## config.mk

```make
export PLATFORM = sky130hd
export DESIGN_NAME = keylock_sysctl
export DESIGN_NICKNAME = d
export VERILOG_FILES = /design/src/rtl/keylock_pkg.sv /design/src/rtl/keylock_guard.sv /design/src/rtl/keylock_core_ctrl.sv /design/src/rtl/keylock_read_path.sv /design/src/rtl/keylock_sysctl.sv
export SDC_FILE = /design/constraint.sdc
export NUM_CORES = 1
export LEC_CHECK = 0
export ABC_AREA = 1
export CELL_PAD_IN_SITES_DETAIL_PLACEMENT = 0
export CELL_PAD_IN_SITES_GLOBAL_PLACEMENT = 1
export CORE_MARGIN = 2
export CORE_UTILIZATION = 42
export CTS_CLUSTER_DIAMETER = 120
export DETAILED_ROUTE_END_ITERATION = 8
export DONT_BUFFER_PORTS = 1
export GPL_TIMING_DRIVEN = 0
export PLACE_DENSITY = 0.9
export REMOVE_ABC_BUFFERS = 1
export SLEW_MARGIN = 20
export SYNTH_ARGS = -nofsm -noshare
export SYNTH_HDL_FRONTEND = slang
export SYNTH_SLANG_ARGS = --single-unit
```

## constraint.sdc

```tcl
create_clock -name clk -period 2.53 [get_ports clk]
set_clock_uncertainty 0.2 [all_clocks]
set_input_delay 0 -clock clk [delete_from_list [all_inputs] [get_ports clk]]
set_output_delay 0 -clock clk [all_outputs]
set_load 0.05 [all_outputs]
```

## src/rtl/keylock_pkg.sv

```systemverilog
// Package: shared constants for the key-locked control register bank.
// Assumes a 4 KB window with 32-bit data; offsets are full byte addresses.
package keylock_pkg;
    localparam int unsigned WIN_BYTES = 4096;
    localparam int unsigned ADDR_W    = $clog2(WIN_BYTES);
    localparam int unsigned DATA_W    = 32;
    localparam int unsigned KEY_W     = 16;

    localparam logic [ADDR_W-1:0] OFF_LOCK     = 12'h004;
    localparam logic [ADDR_W-1:0] OFF_UNLOCK   = 12'h008;
    localparam logic [ADDR_W-1:0] OFF_STATUS   = 12'h00C;
    localparam logic [ADDR_W-1:0] OFF_PLL_A    = 12'h100;
    localparam logic [ADDR_W-1:0] OFF_PLL_B    = 12'h104;
    localparam logic [ADDR_W-1:0] OFF_PLL_C    = 12'h108;
    localparam logic [ADDR_W-1:0] OFF_PLL_STAT = 12'h10C;
    localparam logic [ADDR_W-1:0] OFF_CORE     = 12'h244;

    localparam logic [KEY_W-1:0] KEY_CLOSE = 16'h767B;
    localparam logic [KEY_W-1:0] KEY_OPEN  = 16'hDF0D;

    localparam logic [DATA_W-1:0] PLL_CTRL_WORD = 32'h0001_A008;
    localparam logic [DATA_W-1:0] PLL_STAT_WORD = 32'h0000_003F;

    // Bit positions inside the core control word (decoded by software).
    localparam int unsigned RST_BASE  = 0;
    localparam int unsigned STOP_BASE = 4;
    localparam int unsigned SOFT_BIT  = 8;
    localparam int unsigned MAX_CORES = STOP_BASE - RST_BASE;
endpackage

```

## src/rtl/keylock_guard.sv

```systemverilog
// Module: write-protection latch with key compare.
// Sets on the closing key, clears on the opening key, and flags any wrong
// key with a registered one-cycle pulse. Assumes at most one of the two
// key strobes is high in a cycle (they decode distinct addresses).
module keylock_guard
    import keylock_pkg::*;
(
    input  logic             clk,
    input  logic             rst_n,
    input  logic             close_wr,
    input  logic             open_wr,
    input  logic [KEY_W-1:0] key_in,
    output logic             prot_on,
    output logic             bad_key
);
    logic close_ok;
    logic open_ok;

    // Compare the key field against each register's own key.
    always_comb begin
        close_ok = close_wr && (key_in == KEY_CLOSE);
        open_ok  = open_wr  && (key_in == KEY_OPEN);
    end

    // Update the latch on the accepting edge; register the wrong-key flag.
    always_ff @(posedge clk) begin
        if (!rst_n) begin
            prot_on <= 1'b1;
            bad_key <= 1'b0;
        end else begin
            if (close_ok) begin
                prot_on <= 1'b1;
            end else if (open_ok) begin
                prot_on <= 1'b0;
            end
            bad_key <= (close_wr && !close_ok) || (open_wr && !open_ok);
        end
    end
endmodule

```

## src/rtl/keylock_core_ctrl.sv

```systemverilog
// Module: per-core reset and clock-stop storage plus the inert soft flag.
// Stores only when unlocked, drives halt and reset per core, and pulses
// when a locked write would have changed the stored bits.
// Assumes NUM_CORES <= MAX_CORES so reset and stop fields do not overlap.
module keylock_core_ctrl
    import keylock_pkg::*;
#(
    parameter int unsigned NUM_CORES = 2
)(
    input  logic                 clk,
    input  logic                 rst_n,
    input  logic                 wr_en,
    input  logic [DATA_W-1:0]    wdata,
    input  logic                 prot_on,
    output logic [DATA_W-1:0]    ctrl_word,
    output logic [NUM_CORES-1:0] core_halt,
    output logic [NUM_CORES-1:0] core_rst,
    output logic                 blocked
);
    // Mask of the bits that hold state in the control word.
    function automatic logic [DATA_W-1:0] live_mask();
        logic [DATA_W-1:0] m;
        m = '0;
        for (int i = 0; i < int'(NUM_CORES); i++) begin
            m[RST_BASE + i]  = 1'b1;
            m[STOP_BASE + i] = 1'b1;
        end
        m[SOFT_BIT] = 1'b1;
        return m;
    endfunction

    localparam logic [DATA_W-1:0] LIVE = live_mask();

    logic [NUM_CORES-1:0] rst_q;
    logic [NUM_CORES-1:0] stop_q;
    logic                 soft_q;
    logic                 take;

    assign take = wr_en && !prot_on;

    for (genvar g = 0; g < NUM_CORES; g++) begin : g_core
        // Hold this core's reset and stop requests.
        always_ff @(posedge clk) begin
            if (!rst_n) begin
                rst_q[g]  <= 1'b0;
                stop_q[g] <= 1'b0;
            end else if (take) begin
                rst_q[g]  <= wdata[RST_BASE + g];
                stop_q[g] <= wdata[STOP_BASE + g];
            end
        end
        // Halt covers both a stop request and a held reset.
        assign core_halt[g] = rst_q[g] | stop_q[g];
        assign core_rst[g]  = rst_q[g];
    end

    // Hold the soft-reset flag, which drives nothing.
    always_ff @(posedge clk) begin
        if (!rst_n) begin
            soft_q <= 1'b0;
        end else if (take) begin
            soft_q <= wdata[SOFT_BIT];
        end
    end

    // Assemble the readable view of the stored bits.
    always_comb begin
        ctrl_word = '0;
        for (int i = 0; i < int'(NUM_CORES); i++) begin
            ctrl_word[RST_BASE + i]  = rst_q[i];
            ctrl_word[STOP_BASE + i] = stop_q[i];
        end
        ctrl_word[SOFT_BIT] = soft_q;
    end

    // Flag a locked write that would have changed stored bits.
    always_ff @(posedge clk) begin
        if (!rst_n) begin
            blocked <= 1'b0;
        end else begin
            blocked <= wr_en && prot_on && ((wdata & LIVE) != ctrl_word);
        end
    end
endmodule

```

## src/rtl/keylock_read_path.sv

```systemverilog
// Module: address decode for reads and the registered read-data port.
// Full-address compare, so misaligned and unmapped reads return zero.
// Data is captured on the edge that samples the read strobe and then held.
module keylock_read_path
    import keylock_pkg::*;
(
    input  logic              clk,
    input  logic              rst_n,
    input  logic              rd_en,
    input  logic [ADDR_W-1:0] addr,
    input  logic              prot_on,
    input  logic [DATA_W-1:0] ctrl_word,
    output logic [DATA_W-1:0] rdata
);
    logic [DATA_W-1:0] sel;

    // Pick the word for the sampled address.
    always_comb begin
        case (addr)
            OFF_STATUS:                       sel = {{(DATA_W-1){1'b0}}, prot_on};
            OFF_PLL_A, OFF_PLL_B, OFF_PLL_C:  sel = PLL_CTRL_WORD;
            OFF_PLL_STAT:                     sel = PLL_STAT_WORD;
            OFF_CORE:                         sel = ctrl_word;
            default:                          sel = '0;
        endcase
    end

    // Register read data one cycle after the strobe and hold it.
    always_ff @(posedge clk) begin
        if (!rst_n) begin
            rdata <= '0;
        end else if (rd_en) begin
            rdata <= sel;
        end
    end
endmodule

```

## src/rtl/keylock_sysctl.sv

```systemverilog
// Module: top of the key-locked control register bank.
// Decodes bus writes to the two key registers and the core control
// register, and wires the guard, core storage and read path together.
// Assumes the bus issues at most one access per cycle.
module keylock_sysctl
    import keylock_pkg::*;
#(
    parameter int unsigned NUM_CORES = 2
)(
    input  logic                 clk,
    input  logic                 rst_n,
    input  logic                 bus_wr,
    input  logic                 bus_rd,
    input  logic [ADDR_W-1:0]    bus_addr,
    input  logic [DATA_W-1:0]    bus_wdata,
    output logic [DATA_W-1:0]    bus_rdata,
    output logic [NUM_CORES-1:0] core_halt,
    output logic [NUM_CORES-1:0] core_rst,
    output logic                 bad_key_pulse,
    output logic                 blocked_wr_pulse
);
    logic              wr_close;
    logic              wr_open;
    logic              wr_core;
    logic              prot_on;
    logic [DATA_W-1:0] ctrl_word;

    // Decode write strobes on the full byte address.
    always_comb begin
        wr_close = bus_wr && (bus_addr == OFF_LOCK);
        wr_open  = bus_wr && (bus_addr == OFF_UNLOCK);
        wr_core  = bus_wr && (bus_addr == OFF_CORE);
    end

    keylock_guard u_guard (
        .clk      (clk),
        .rst_n    (rst_n),
        .close_wr (wr_close),
        .open_wr  (wr_open),
        .key_in   (bus_wdata[KEY_W-1:0]),
        .prot_on  (prot_on),
        .bad_key  (bad_key_pulse)
    );

    keylock_core_ctrl #(.NUM_CORES(NUM_CORES)) u_core (
        .clk       (clk),
        .rst_n     (rst_n),
        .wr_en     (wr_core),
        .wdata     (bus_wdata),
        .prot_on   (prot_on),
        .ctrl_word (ctrl_word),
        .core_halt (core_halt),
        .core_rst  (core_rst),
        .blocked   (blocked_wr_pulse)
    );

    keylock_read_path u_read (
        .clk       (clk),
        .rst_n     (rst_n),
        .rd_en     (bus_rd),
        .addr      (bus_addr),
        .prot_on   (prot_on),
        .ctrl_word (ctrl_word),
        .rdata     (bus_rdata)
    );
endmodule

```

Word-level counts from Yosys, hierarchy flattened
Cells that the tools add are included.
{ "classes": {"n_reduce_logical": 16, "eq_ne": 11, "muxes": 1, "bitwise": 3} }
{ "op_table": {"columns": ["cell", "n"], "rows": [
  ["case mux 17 bit (4 select lines)", 1],
  ["== test 12 x 9 -> 1 bit, second input constant", 4],
  ["== test 12 x 4 -> 1 bit, second input constant", 2],
  ["== test 16 x 15 -> 1 bit, second input constant", 1],
  ["== test 16 bit, second input constant", 1],
  ["== test 12 x 10 -> 1 bit, second input constant", 1],
  ["== test 12 x 3 -> 1 bit, second input constant", 1],
  ["logical AND 1 bit", 10],
  ["inequality test 5 bit", 1],
  ["zero test 1 bit", 3],
  ["OR reduction 3 bit", 1],
  ["bitwise OR 1 bit", 2],
  ["OR reduction 2 bit", 1],
  ["logical OR 1 bit", 1],
  ["NOT 1 bit", 1]
]} }
{ "word_totals": {"regBits": 40, "out_inout_bits": 38, "inputBits": 48} }

Longest topological paths before layout
{ "logic_depth": {"depth_word": 6, "ltp_mapped": 8, "mapped_depth_nobuf": 8} }

Hierarchy
Synthesis repeated with hierarchy kept, for this count alone.
{ "hier_totals": {"cells_unflattened": 345, "area_unflattened_um2": 2434.8} }
{ "by_module_without_submodules": {"columns": ["mod", "seq_area_each_um2", "cells_per_inst", "n_inst", "area_each_um2"], "rows": [
  ["keylock_read_path", 640.6, 199, 1, 1579.0],
  ["keylock_core_ctrl", 120.1, 73, 1, 523.0],
  ["keylock_guard", 40.0, 42, 1, 206.4],
  ["keylock_sysctl", 0.0, 31, 1, 126.4]
]} }

Least setup slack after synthesis
No wires, ideal clock.
{ "synth_timing": {"path_type": "register to register", "start": "register u_core.rst_q[1], in the netlist u_core.core_rst[1]", "end": "register u_core.blocked", "path_slack_ps": 1380, "n_path_buf": 0, "setup_ps": 70, "arrival_ps": 880, "synth_period_minus_slack_ps": 1150, "stages_incl_launch_ff": 6, "cell_sequence": "dfxtp_1 -> inv_1 -> or2_2 -> nand3_1 -> nor3_1 -> a21oi_1"} }
{ "synth_via": {"elab_chain_len": 2} }
{ "synth_rtl": {"columns": ["item", "line_no", "rtl"], "rows": [
  ["from (decl)", "keylock_core_ctrl.sv:34", "logic [NUM_CORES-1:0] rst_q;"],
  ["from (signal, indexed assignment)", "keylock_core_ctrl.sv:48", "rst_q[g] <= wdata[RST_BASE + g];"],
  ["inequality test 5 bit", "keylock_core_ctrl.sv:81", "blocked <= wr_en && prot_on && ((wdata & LIVE) != ctrl_word);"],
  ["logical AND 1 bit", "keylock_core_ctrl.sv:81", null],
  ["to (signal assigned)", "keylock_core_ctrl.sv:81", null],
  ["to (decl)", "keylock_core_ctrl.sv:18", "output logic blocked"]
]} }
Every way passes these cells.
A chain may end at the register's enable or synchronous reset.

Final worst setup path
{ "layout_timing": {"start": "input bus_addr[8]", "end": "register u_core.soft_q"} }
{ "layout_via": {"elab_chain_len": 3} }
{ "layout_rtl": {"columns": ["item", "line_no", "rtl"], "rows": [
  ["from (decl)", "keylock_sysctl.sv:14", "input logic [ADDR_W-1:0] bus_addr,"],
  ["== test 12 x 10 -> 1 bit", "keylock_sysctl.sv:32", "wr_core = bus_wr && (bus_addr == OFF_CORE);"],
  ["logical AND 1 bit", "keylock_sysctl.sv:32", null],
  ["logical AND 1 bit", "keylock_core_ctrl.sv:39", "assign take = wr_en && !prot_on;"],
  ["to (signal assigned)", "keylock_core_ctrl.sv:62", "soft_q <= wdata[SOFT_BIT];"],
  ["to (decl)", "keylock_core_ctrl.sv:36", "logic soft_q;"]
]} }
Every way passes these cells.

==> parameters.txt <==
Parameter                              Value

STA
  Unrepaired setup endpoints after global routing ... yes
  Highest attainable clock frequency ... 399.1 MHz
  Final Hold Violating Endpoints ... 0
  Max-slew headroom at the worst pin ... 0.4908
  Actual slew at the worst max-slew pin ... 0.7639 ns
  Post-Route Setup TNS ... 0 ns
  Slew Limit Fails ... 0
  Final worst path period share ... 0.9905
  Min Clock Period, post-route ... 2.506 ns
  Final setup fails ... 0

Layout
  Highest-count cells in the layout ignoring fill and taps ... dlygate4sd3_1 (46), nand2_1 (45), nor2_1 (24)
  Leading cell type in the layout, fill and taps excluded ... dlygate4sd3_1
  N_diodes ... 0
  Final layout net count ... 285
  Multi-input gate area in the final layout ... between 600 and 700 µm²
  FF+latch area ... 321.6 µm²
  Number of inserted filler cells in the final layout ... 255
  P&R area growth vs syn ... 43.95%
  Post-Route Utilization ... 0.6209
  Share of cells above drive strength 1 ... 0.1102
  Summed area of non-filler cells in the final layout ... 1668 µm²

Clock tree
  TritonCTS clock tree ... done
  Root buffer cell ... clkbuf_4
  Clock transition at path regs ... ~0.10 ns
  Deepest clock path buffer count ... 2
  H-tree lvl count ... 1
  Clock net sink count ... 16
  Later-pin clock latency in the skew report ... 0.29 ns
  Number of CTS-inserted buffers ... 3

Floorplan
  Die Outline Area ... 3195 µm²
  Total I/O pin count ... 86
  Chip Width ... 56.52 µm
  Core footprint ... 2686 µm²
  Total number of placement rows ... 19
  Effective utilization at floorplan ... 0.4313
  Height of the chip ... 56.52 µm

Global route
  Vias in the first global route ... 1202
  Wire length of the first global-routing pass ... 4961 µm
  Initial antenna violation count ... 0
  GRT Util Overall ... 0.1941
  Maximum number of pins on one net before global-route repair ... 11
  Congestion Overflow GR ... 0

Hold path
  Worst Hold Path Cells ... 7
  Type of the tightest min-delay check ... input pin to flop

Detailed routing
  Number of optimization iterations in the first detailed-route pass ... 4
  Detailed-route vias per instance ... 4.865
  First-iteration detailed-routing DRC count ... 52
  Length of routed met2 wiring ... around 1700 µm
  Vias ... around 1300
  WL met1 ... 1285 µm
  Uppermost routed layer ... met4
  Amount of wire on met3 after detailed routing ... 241 µm
  Detail-routed net length per standard cell ... around 12 µm
  Post-route DRC ... 0
  Wire length reported by the detailed router ... 3286 µm
  Antenna-violating nets left ... 0

Worst setup path
  CP Capture Point ... u_core.soft_q
  Largest stage delay, worst path ... ~0.59 ns
  Worst-path cell chain ... dlygate4sd3_1 -> inv_2 -> nand3_2 -> nor3_4 -> nand3_4 -> nor2_1 -> dlygate4sd3_1 -> nor2_1 -> dlygate4sd3_1
  Register-to-register path setup slack ... 0.36 ns
  Critical path's slowest cell ... dlygate4sd3_1
  Largest driver fanout on the critical path ... 5
  Data arrival, critical path ... between 2 and 2.5 ns
  WP data required ... 2.52 ns
  Worst r2r path cells ... 6
  FF-to-FF End ... u_core.soft_q
  Startpoint of the worst setup timing path ... bus_addr[8]
  Crit Path Category ... input pin to flop
  Critical path's most frequent cell ... dlygate4sd3_1
  Launching point of the worst reg2reg path ... u_guard.prot_on
  Kind of capture point of the worst setup path ... flop
  Crit path launch type ... input pin

Logic synthesis
  Yosys top cell area share ... 0.2765
  Cell area after synthesis ... 1159 µm²
  Part of the Yosys area used for sequential elements ... 0.2765
  Proportion of register bits with asynchronous set or reset after synthesis ... 0
  Cell type contributing the most total cell area after synthesis ... dfxtp_1
  Synthesis warning total ... 0
  Count of different cell masters after synthesis ... 22
  Cell types occupying the most area after synthesis ... dfxtp_1 (28%), buf_4 (17%), nand2_1 (15%), nor2_1 (9.4%), inv_1 (6.2%)
  Top flip-flop cell by instance count after synthesis ... dfxtp_1
  Number of flops mapped to enable cells by yosys ... 0
  Mapped Cells ... between 150 and 200
  Mean post-synth cell area ... 6.297 µm²
  Register bit count reported by yosys ... 16

Place
  Final GP Congestion ... around 0.8
  Quantity of I/O buffers inserted on ports ... 0
  Cell area after placement ... roughly 1100 µm²
  Detailed placement HPWL ... 1970 µm

Power and ir drop
  Static Leak ... 0.8236 nW
  Pwr dens ... 344.9 nW/µm²
  Total power of the final layout ... 0.5753 mW
  Largest voltage drop on the vdd net ... 0.3033 mV

Job
  Max-cap violations ... 0

Status
  Outcome ... finished, final reports clean
## critical path: cells and delay by family
kind	cells	cell delay, ns
buf+inv	4	1.79
simple gates	5	0.70
## metal layers
metal	vias to the layer above	GRT usage
met1	601	0.2110
met3	6	0.06682
met4	0	0.05782
met2	56	0.3505
li1	636	-
met5	-	0
## cell families after synthesis
| group | synth area share |
|---|---|
| flip-flops | 0.2765 |
| XOR/XNOR | 0.01512 |
| other | 0.003237 |
| buffers and inverters | 0.2397 |
| AO/OA/AOI/OAI | 0.06587 |
| AND/OR/NAND/NOR | 0.3996 |
## area by class of cell
class / instances / share of cell area
Timing Repair Buffer: 54 / 0.3211
Clock buffer: 4 / 0.02176
Sequential cell: 16 / 0.1928
Tap cell: 31 / 0.02326
Inverter: 19 / 0.04276
Multi-Input combinational cell: 143 / 0.3983
## state kept, by name, summed over array words and instances, names as in the netlist
register and count:
u_core.blocked 1, u_core.core_rst 2, u_core.ctrl_word 2, u_core.soft_q 1, u_guard.bad_key 1, u_guard.prot_on 1, u_read.rdata 8
## where the power goes
| part | leakage, nW | total, mW | internal [mW] | switching (mW) |
|---|---|---|---|---|
| Sequential | 0.130 | 0.260 | 0.253 | 0.00642 |
| Combinational | 0.673 | 0.149 | 0.0395 | 0.109 |
| Clock | 0.0210 | 0.167 | 0.0876 | 0.0796 |
## metrics by stage
stage          cells  hold WS (ns)  worst slack, ns
5_1_grt          267       0.06388         -0.06195
3_5_place_dp     208       -0.1020           0.8460
6_report         267       0.04347          0.02416
4_1_cts          261      0.006604         0.006123
2_1_floorplan    177       -0.1065           0.7446
3_3_place_gp     208       -0.1020           0.7195
## how the worst min path moves through the flow
stage	from	endpoint	slack [ns]
final	bus_addr[11]	u_guard.prot_on	0.04
after global routing	bus_addr[11]	u_guard.prot_on	0.06
after CTS	bus_addr[11]	u_guard.prot_on	0.007
after detailed placement	bus_rd	u_read.rdata[2]	-0.10
after global placement	bus_rd	u_read.rdata[8]	-0.10
after floorplan	bus_rd	u_read.rdata[2]	-0.11
## timing repair
item,4_1_cts,5_1_grt
setup buffers,0,5
endpoints found under the setup margin,0,9
endpoints found under the hold margin,16,3
resized for setup,0,10
hold buffers,49,2
## Yosys cell counts (2+ instances only)
master   instances
dfxtp_1         16
o21ai_0          3
nor2_2           3
nand4_1          3
a21oi_1         10
nand2_1         46
nor3_1           4
nor2_1          29
inv_1           19
nand3_1         12
buf_4           27
xnor2_1          2
Note: power is estimated with default switching activity, not from simulation.
